--- config.mk ---
export PLATFORM = sky130hd
export DESIGN_NAME = adram_ctrl
export DESIGN_NICKNAME = d
export VERILOG_FILES = /design/src/rtl/adram_pkg.sv /design/src/rtl/adram_parity.sv /design/src/rtl/adram_refresh_pacer.sv /design/src/rtl/adram_sequencer.sv /design/src/rtl/adram_ctrl.sv
export SDC_FILE = /design/constraint.sdc
export NUM_CORES = 1
export LEC_CHECK = 0
export BUFFER_PORTS_ARGS = -buffer_cell sky130_fd_sc_hd__buf_2
export CAP_MARGIN = 5
export CORE_MARGIN = 4
export CORE_UTILIZATION = 50
export CTS_CLUSTER_SIZE = 24
export DETAILED_ROUTE_END_ITERATION = 10
export PLACE_DENSITY = 0.83
export SYNTH_ARGS = -nofsm -noshare
export SYNTH_HDL_FRONTEND = slang
export SYNTH_SLANG_ARGS = --single-unit
--- constraint.sdc ---
create_clock -name clk -period 4.76 [get_ports clk]
set_clock_uncertainty 0.2 [all_clocks]
set_input_delay 0.238 -clock clk [delete_from_list [all_inputs] [get_ports clk]]
set_output_delay 0.238 -clock clk [all_outputs]
set_load 0.1 [all_outputs]
--- src/rtl/adram_pkg.sv ---
package adram_pkg;

    typedef enum logic [2:0] {
        ST_IDLE,
        ST_ROW,
        ST_RAS,
        ST_COL,
        ST_CAS,
        ST_PRE
    } seq_state_t;

    typedef enum logic [1:0] {
        OP_READ,
        OP_WRITE,
        OP_REFRESH
    } op_kind_t;

    function automatic int max3(input int a, input int b, input int c);
        int m;
        m = (a > b) ? a : b;
        return (m > c) ? m : c;
    endfunction

    function automatic int bits_for(input int n);
        return (n < 2) ? 1 : $clog2(n + 1);
    endfunction

    function automatic logic odd_ones(input logic [63:0] v);
        return ^v;
    endfunction

endpackage

--- src/rtl/adram_parity.sv ---
module adram_parity
    import adram_pkg::*;
#(
    parameter int DATA_W = 8
) (
    input  logic [DATA_W-1:0] wr_data,
    output logic [DATA_W:0]   wr_word,
    input  logic [DATA_W:0]   rd_word,
    output logic [DATA_W-1:0] rd_data,
    output logic              rd_err
);
    always_comb begin
        wr_word = {odd_ones(64'(wr_data)), wr_data};
        rd_data = rd_word[DATA_W-1:0];
        rd_err  = odd_ones(64'(rd_word));
    end
endmodule

--- src/rtl/adram_refresh_pacer.sv ---
module adram_refresh_pacer #(
    parameter int ROW_W         = 8,
    parameter int INTERVAL_CLKS = 200000
) (
    input  logic             clk,
    input  logic             rst,
    input  logic             ack,
    output logic             pending,
    output logic [ROW_W-1:0] row
);
    localparam int ROWS   = 2 ** ROW_W;
    localparam int PERIOD = (INTERVAL_CLKS / ROWS < 2) ? 2 : INTERVAL_CLKS / ROWS;
    localparam int TCW    = $clog2(PERIOD);

    logic [TCW-1:0] tick_cnt;
    logic           tick;

    assign tick = (tick_cnt == TCW'(PERIOD - 1));

    always_ff @(posedge clk) begin
        if (rst) begin
            tick_cnt <= '0;
        end else if (tick) begin
            tick_cnt <= '0;
        end else begin
            tick_cnt <= tick_cnt + 1'b1;
        end
    end

    always_ff @(posedge clk) begin
        if (rst) begin
            pending <= 1'b0;
            row     <= '0;
        end else begin
            if (tick) begin
                pending <= 1'b1;
            end else if (ack) begin
                pending <= 1'b0;
            end
            if (ack) begin
                row <= row + 1'b1;
            end
        end
    end
endmodule

--- src/rtl/adram_sequencer.sv ---
module adram_sequencer
    import adram_pkg::*;
#(
    parameter int ADDR_W = 16,
    parameter int DATA_W = 8,
    parameter int T_RCD  = 2,
    parameter int T_CAS  = 2,
    parameter int T_RP   = 3
) (
    input  logic                clk,
    input  logic                rst,
    input  logic                req_valid,
    input  logic                req_write,
    input  logic [ADDR_W-1:0]   req_addr,
    input  logic [DATA_W:0]     req_word,
    input  logic                ref_pending,
    input  logic [ADDR_W/2-1:0] ref_row,
    output logic                ref_ack,
    input  logic [DATA_W-1:0]   rd_data,
    input  logic                rd_err,
    output logic [ADDR_W/2-1:0] mem_addr,
    output logic                ras_n,
    output logic                cas_n,
    output logic                we_n,
    output logic [DATA_W:0]     mem_din,
    output logic                rsp_done,
    output logic [DATA_W-1:0]   rsp_rdata,
    output logic                rsp_perr
);
    localparam int PIN_W = ADDR_W / 2;
    localparam int CNT_W = bits_for(max3(T_RCD, T_CAS, T_RP));

    seq_state_t        state;
    op_kind_t          kind;
    logic [CNT_W-1:0]  cnt;
    logic [PIN_W-1:0]  row_q;
    logic [PIN_W-1:0]  col_q;
    logic [DATA_W:0]   word_q;
    logic              start_ref;
    logic              start_host;
    logic              ras_on;
    logic              is_ref;

    always_comb begin
        start_ref  = (state == ST_IDLE) && ref_pending;
        start_host = (state == ST_IDLE) && !ref_pending && req_valid;
        ref_ack    = start_ref;
        is_ref     = (kind == OP_REFRESH);
        ras_on     = (state == ST_RAS) || (state == ST_COL) || (state == ST_CAS);
    end

    always_ff @(posedge clk) begin
        if (rst) begin
            state <= ST_IDLE;
            kind  <= OP_READ;
            cnt   <= '0;
            row_q <= '0;
            col_q <= '0;
            word_q <= '0;
        end else begin
            unique case (state)
                ST_IDLE: begin
                    if (start_ref) begin
                        kind  <= OP_REFRESH;
                        row_q <= ref_row;
                        state <= ST_ROW;
                    end else if (start_host) begin
                        kind   <= req_write ? OP_WRITE : OP_READ;
                        row_q  <= req_addr[PIN_W-1:0];
                        col_q  <= req_addr[ADDR_W-1:PIN_W];
                        word_q <= req_word;
                        state  <= ST_ROW;
                    end
                end
                ST_ROW: begin
                    cnt   <= CNT_W'(T_RCD - 1);
                    state <= ST_RAS;
                end
                ST_RAS: begin
                    if (cnt == '0) begin
                        state <= ST_COL;
                    end else begin
                        cnt <= cnt - 1'b1;
                    end
                end
                ST_COL: begin
                    cnt   <= CNT_W'(T_CAS - 1);
                    state <= ST_CAS;
                end
                ST_CAS: begin
                    if (cnt == '0) begin
                        cnt   <= CNT_W'(T_RP - 1);
                        state <= ST_PRE;
                    end else begin
                        cnt <= cnt - 1'b1;
                    end
                end
                ST_PRE: begin
                    if (cnt == '0) begin
                        state <= ST_IDLE;
                    end else begin
                        cnt <= cnt - 1'b1;
                    end
                end
                default: state <= ST_IDLE;
            endcase
        end
    end

    // Completion and read capture at the end of the last column-strobe clock
    always_ff @(posedge clk) begin
        if (rst) begin
            rsp_done  <= 1'b0;
            rsp_perr  <= 1'b0;
            rsp_rdata <= '0;
        end else begin
            rsp_done <= 1'b0;
            rsp_perr <= 1'b0;
            if (state == ST_CAS && cnt == '0 && !is_ref) begin
                rsp_done <= 1'b1;
                if (kind == OP_READ) begin
                    rsp_rdata <= rd_data;
                    rsp_perr  <= rd_err;
                end
            end
        end
    end

    always_comb begin
        ras_n   = !ras_on;
        cas_n   = !((state == ST_CAS) && !is_ref);
        we_n    = !((kind == OP_WRITE) && (ras_on || state == ST_ROW));
        mem_din = word_q;
        if ((state == ST_COL || state == ST_CAS) && !is_ref) begin
            mem_addr = col_q;
        end else begin
            mem_addr = row_q;
        end
    end
endmodule

--- src/rtl/adram_ctrl.sv ---
module adram_ctrl
    import adram_pkg::*;
#(
    parameter int ADDR_W        = 16,
    parameter int DATA_W        = 8,
    parameter int T_RCD         = 2,
    parameter int T_CAS         = 2,
    parameter int T_RP          = 3,
    parameter int INTERVAL_CLKS = 200000
) (
    input  logic                clk,
    input  logic                rst,
    input  logic                req_valid,
    input  logic                req_write,
    input  logic [ADDR_W-1:0]   req_addr,
    input  logic [DATA_W-1:0]   req_wdata,
    output logic [DATA_W-1:0]   rsp_rdata,
    output logic                rsp_done,
    output logic                rsp_perr,
    output logic [ADDR_W/2-1:0] mem_addr,
    output logic                mem_ras_n,
    output logic                mem_cas_n,
    output logic                mem_we_n,
    output logic [DATA_W:0]     mem_din,
    input  logic [DATA_W:0]     mem_dout
);
    localparam int PIN_W = ADDR_W / 2;

    logic [DATA_W:0]   wr_word;
    logic [DATA_W-1:0] rd_data;
    logic              rd_err;
    logic              ref_pending;
    logic              ref_ack;
    logic [PIN_W-1:0]  ref_row;

    adram_parity #(.DATA_W(DATA_W)) u_parity (
        .wr_data (req_wdata),
        .wr_word (wr_word),
        .rd_word (mem_dout),
        .rd_data (rd_data),
        .rd_err  (rd_err)
    );

    adram_refresh_pacer #(
        .ROW_W         (PIN_W),
        .INTERVAL_CLKS (INTERVAL_CLKS)
    ) u_pacer (
        .clk     (clk),
        .rst     (rst),
        .ack     (ref_ack),
        .pending (ref_pending),
        .row     (ref_row)
    );

    adram_sequencer #(
        .ADDR_W (ADDR_W),
        .DATA_W (DATA_W),
        .T_RCD  (T_RCD),
        .T_CAS  (T_CAS),
        .T_RP   (T_RP)
    ) u_seq (
        .clk         (clk),
        .rst         (rst),
        .req_valid   (req_valid),
        .req_write   (req_write),
        .req_addr    (req_addr),
        .req_word    (wr_word),
        .ref_pending (ref_pending),
        .ref_row     (ref_row),
        .ref_ack     (ref_ack),
        .rd_data     (rd_data),
        .rd_err      (rd_err),
        .mem_addr    (mem_addr),
        .ras_n       (mem_ras_n),
        .cas_n       (mem_cas_n),
        .we_n        (mem_we_n),
        .mem_din     (mem_din),
        .rsp_done    (rsp_done),
        .rsp_rdata   (rsp_rdata),
        .rsp_perr    (rsp_perr)
    );
endmodule

==> results.yml <==
yosys:
  synth_ff_type: "dfxtp_1"
  synth-simple-area-share: 0.219
  synth.avg_cell_area_sq_um: 8.86
  synth_top_cells_by_area: "dfxtp_1 43%, nor2_1 6.6%, xnor2_1 6.5%"
  synth_mux_area_frac: 0.0878
  syn_inst: 322
  ys_ff_latch: 61
  syn_area_sq_um: 2850
  yosysUniqueCellTypes: 45
  synth-xor-area-share: 0.0970
  synth_compound_area_frac: 0.105
  yosys_warnings: 0
  syn_nets: 364
  synth-adder-area-share: 0.0219
  ys_seq_area_frac: 0.428
  synth_top_family_by_area: "simple AND/OR/NAND/NOR gates"
  synth_top_area_share: 0.428
  synth_top_area_cell: "dfxtp_1"
  synthArstFlopShare: 0
  synth_edf_count: 0
worst_setup_path:
  worstSetupPathType: "reg2out"
  critPathSlowestCell: "dfxtp_1"
  crit_chain: "inv_1 > or3_1 > a2bb2oi_4 > mux2_2 > buf_2"
  cp.arrival_ns: 2.56
  worst_setup_path_start_kind: "flop"
  path_max_fanout: 15
  required_ns: 4.32
  slowest_delay_ns: 0.63
  end_kind: "primary output"
global_route:
  grt_overflow_total: 0
  use_met3: 0.0454
  use_met2: 0.332
  grt_pass1_wl_microns: 11300
  grt_max_degree: 54
  antenna_found_initial: 0
  grt_usage: 0.198
  grt.busiest_layer: "met2"
  grt_pass1_vias: 2410
  use_met1: 0.231
layout:
  fin_cells: 485
  layout_commonest_cell: "buf_2"
  final_cell_mix: "66 x buf_2, 61 x dfxtp_1, 50 x nor2_1, 42 x nand2_1, 25 x dlygate4sd3_1"
  post-route-util: 0.661
  fin_nets: 450
  design_area_sq_um: 3640
  drive_gt1_frac: 0.235
  diodes: 0
  area_growth_pct: 27.7
clocking:
  cts_tree: "yes"
  path_clk_slew_ns: 0.07
  clkLatencyLatePin_ns: 0.34
  cts_resized: 0
  clock_path_buffers: 2
  cts_buffers: 9
  cts_root_buf: "clkbuf_8"
  cts.htree.levels: 3
  cts_sinks: 61
detailed_routing:
  first_pass_iters: 4
  drt-total-wl_microns: 6620
  drt_iter0_markers: 166
  viasPerCell: 5.17
  wl_per_cell_microns: 13.6
  via_count: 2508
  drc: 0
  ant_nets: 0
status:
  status: "completed"
sta:
  hold_violations: 0
  final_max_slew_viol_count: 0
  slew_headroom: 0.315
  fin_crit_sh: 0.631
  fin_crit_ns: 3.00
  setup_violations: 0
  max_freq_mhz: 333
  hold_ws_ns: 0.0490
  worst_slew_pin_slew_ns: 1.02
  rsz0062_at_grt: "false"
  setup_slack_ns: 1.76
  finalSetupTns_ns: 0
flow_run:
  drv_cap: 0
placement:
  dp_hpwl_microns: 4340
  port_buffers: 66
  postPlaceCellArea_sq_um: 3190
  gp_congestion: 0.797
  preCtsSetupSlack_ns: 2.14
  dp_cells: 444
die:
  dieHeight_microns: 83.5
  num_rows: 27
  ios: 67
  core_sq_um: 5510
  die_area_sq_um: 6980
  die_w_microns: 83.5
  start_util: 0.518
power:
  power_density_nw_per_um2: 447
  power.total_mw: 1.63
  peakVddDrop_v: 0.000257
  power_leakage_nw: 1.53
worst_hold_path:
  hp-class: "in2reg"
[state kept, by name (all words and copies together) (netlist names)]
| signal | count |
|---|---|
| u_seq.state | 3 |
| u_pacer.pending | 1 |
| u_seq.kind | 2 |
| u_seq.cnt | 2 |
| u_seq.col_q | 8 |
| u_seq.mem_din | 9 |
| u_pacer.row | 8 |
| u_seq.rsp_done | 1 |
| u_seq.rsp_perr | 1 |
| u_seq.row_q | 8 |
| u_pacer.tick_cnt | 10 |
| u_seq.rsp_rdata | 8 |
[where the power goes]
part	switching, mW	internal (mW)	total [mW]	leakage [nW]
sequential	0.0479	0.559	0.607	0.497
combinational	0.407	0.157	0.564	0.941
clock	0.214	0.243	0.457	0.0918
total	0.669	0.959	1.63	1.53
[area by class of cell]
type	instances	area [sq um]
fill	416	1870
tap	72	90.1
clock buffer	9	124
inverter	10	37.5
multi-input combinational	235	1510
clock inverter	7	75.1
timing repair buffer	91	581
sequential	61	1220
[synthesized netlist by cell type (all sizes together) (4+ instances only)]
| library cell | instances |
|---|---|
| xor2 | 8 |
| nand4 | 5 |
| nand3 | 8 |
| mux2i | 16 |
| ha | 5 |
| mux2 | 8 |
| inv | 10 |
| o21ai | 4 |
| nor3 | 4 |
| clkbuf | 10 |
| a211oi | 8 |
| nand2 | 42 |
| a21oi | 24 |
| nor2 | 50 |
| xnor2 | 21 |
| buf | 6 |
| dfxtp | 61 |
[path summary, 6_finish.rpt]
kind                 endpoint  slack (ns)        startpoint  depth (start not counted)
max               mem_addr[0]        1.76    u_seq.state[2]                          5
min            u_seq.row_q[3]        0.05       req_addr[3]                          3
max reg2reg    u_pacer.row[7]        2.43    u_seq.state[2]                          4
min reg2reg  u_seq.mem_din[7]        0.25  u_seq.mem_din[7]                          2
[routing by layer]
metal	wire length [microns]	part of all wire
met3	316	0.048
met2	3340	0.50
met5	0	0
met1	2720	0.41
met4	237	0.036
[cells by family (layout without fill, tap and decap cells)]
group,Yosys count,count (layout)
AOI/OAI and AO/OA,46,46
muxes,24,24
xor gates and xnor gates,30,30
adders and majority gates,5,5
DFF,61,61
buffers and inverters,26,117
and+or+nand+nor,130,130
[worst max-delay path, delay by kind of cell (launching register included)]
kind                   cells  cell delay, ns
flip-flops                 1            0.63
multiplexers               1            0.38
buffers and inverters      2            0.42
AO/OA/AOI/OAI              1            0.33
AND/OR/NAND/NOR            1            0.46
[repair_timing]
item                      in CTS  in global routing
hold buffers                  25                  0
hold endpoints to repair      25                  0
setup buffers                  0                  0
Note: power is estimated with default switching activity, not from simulation.
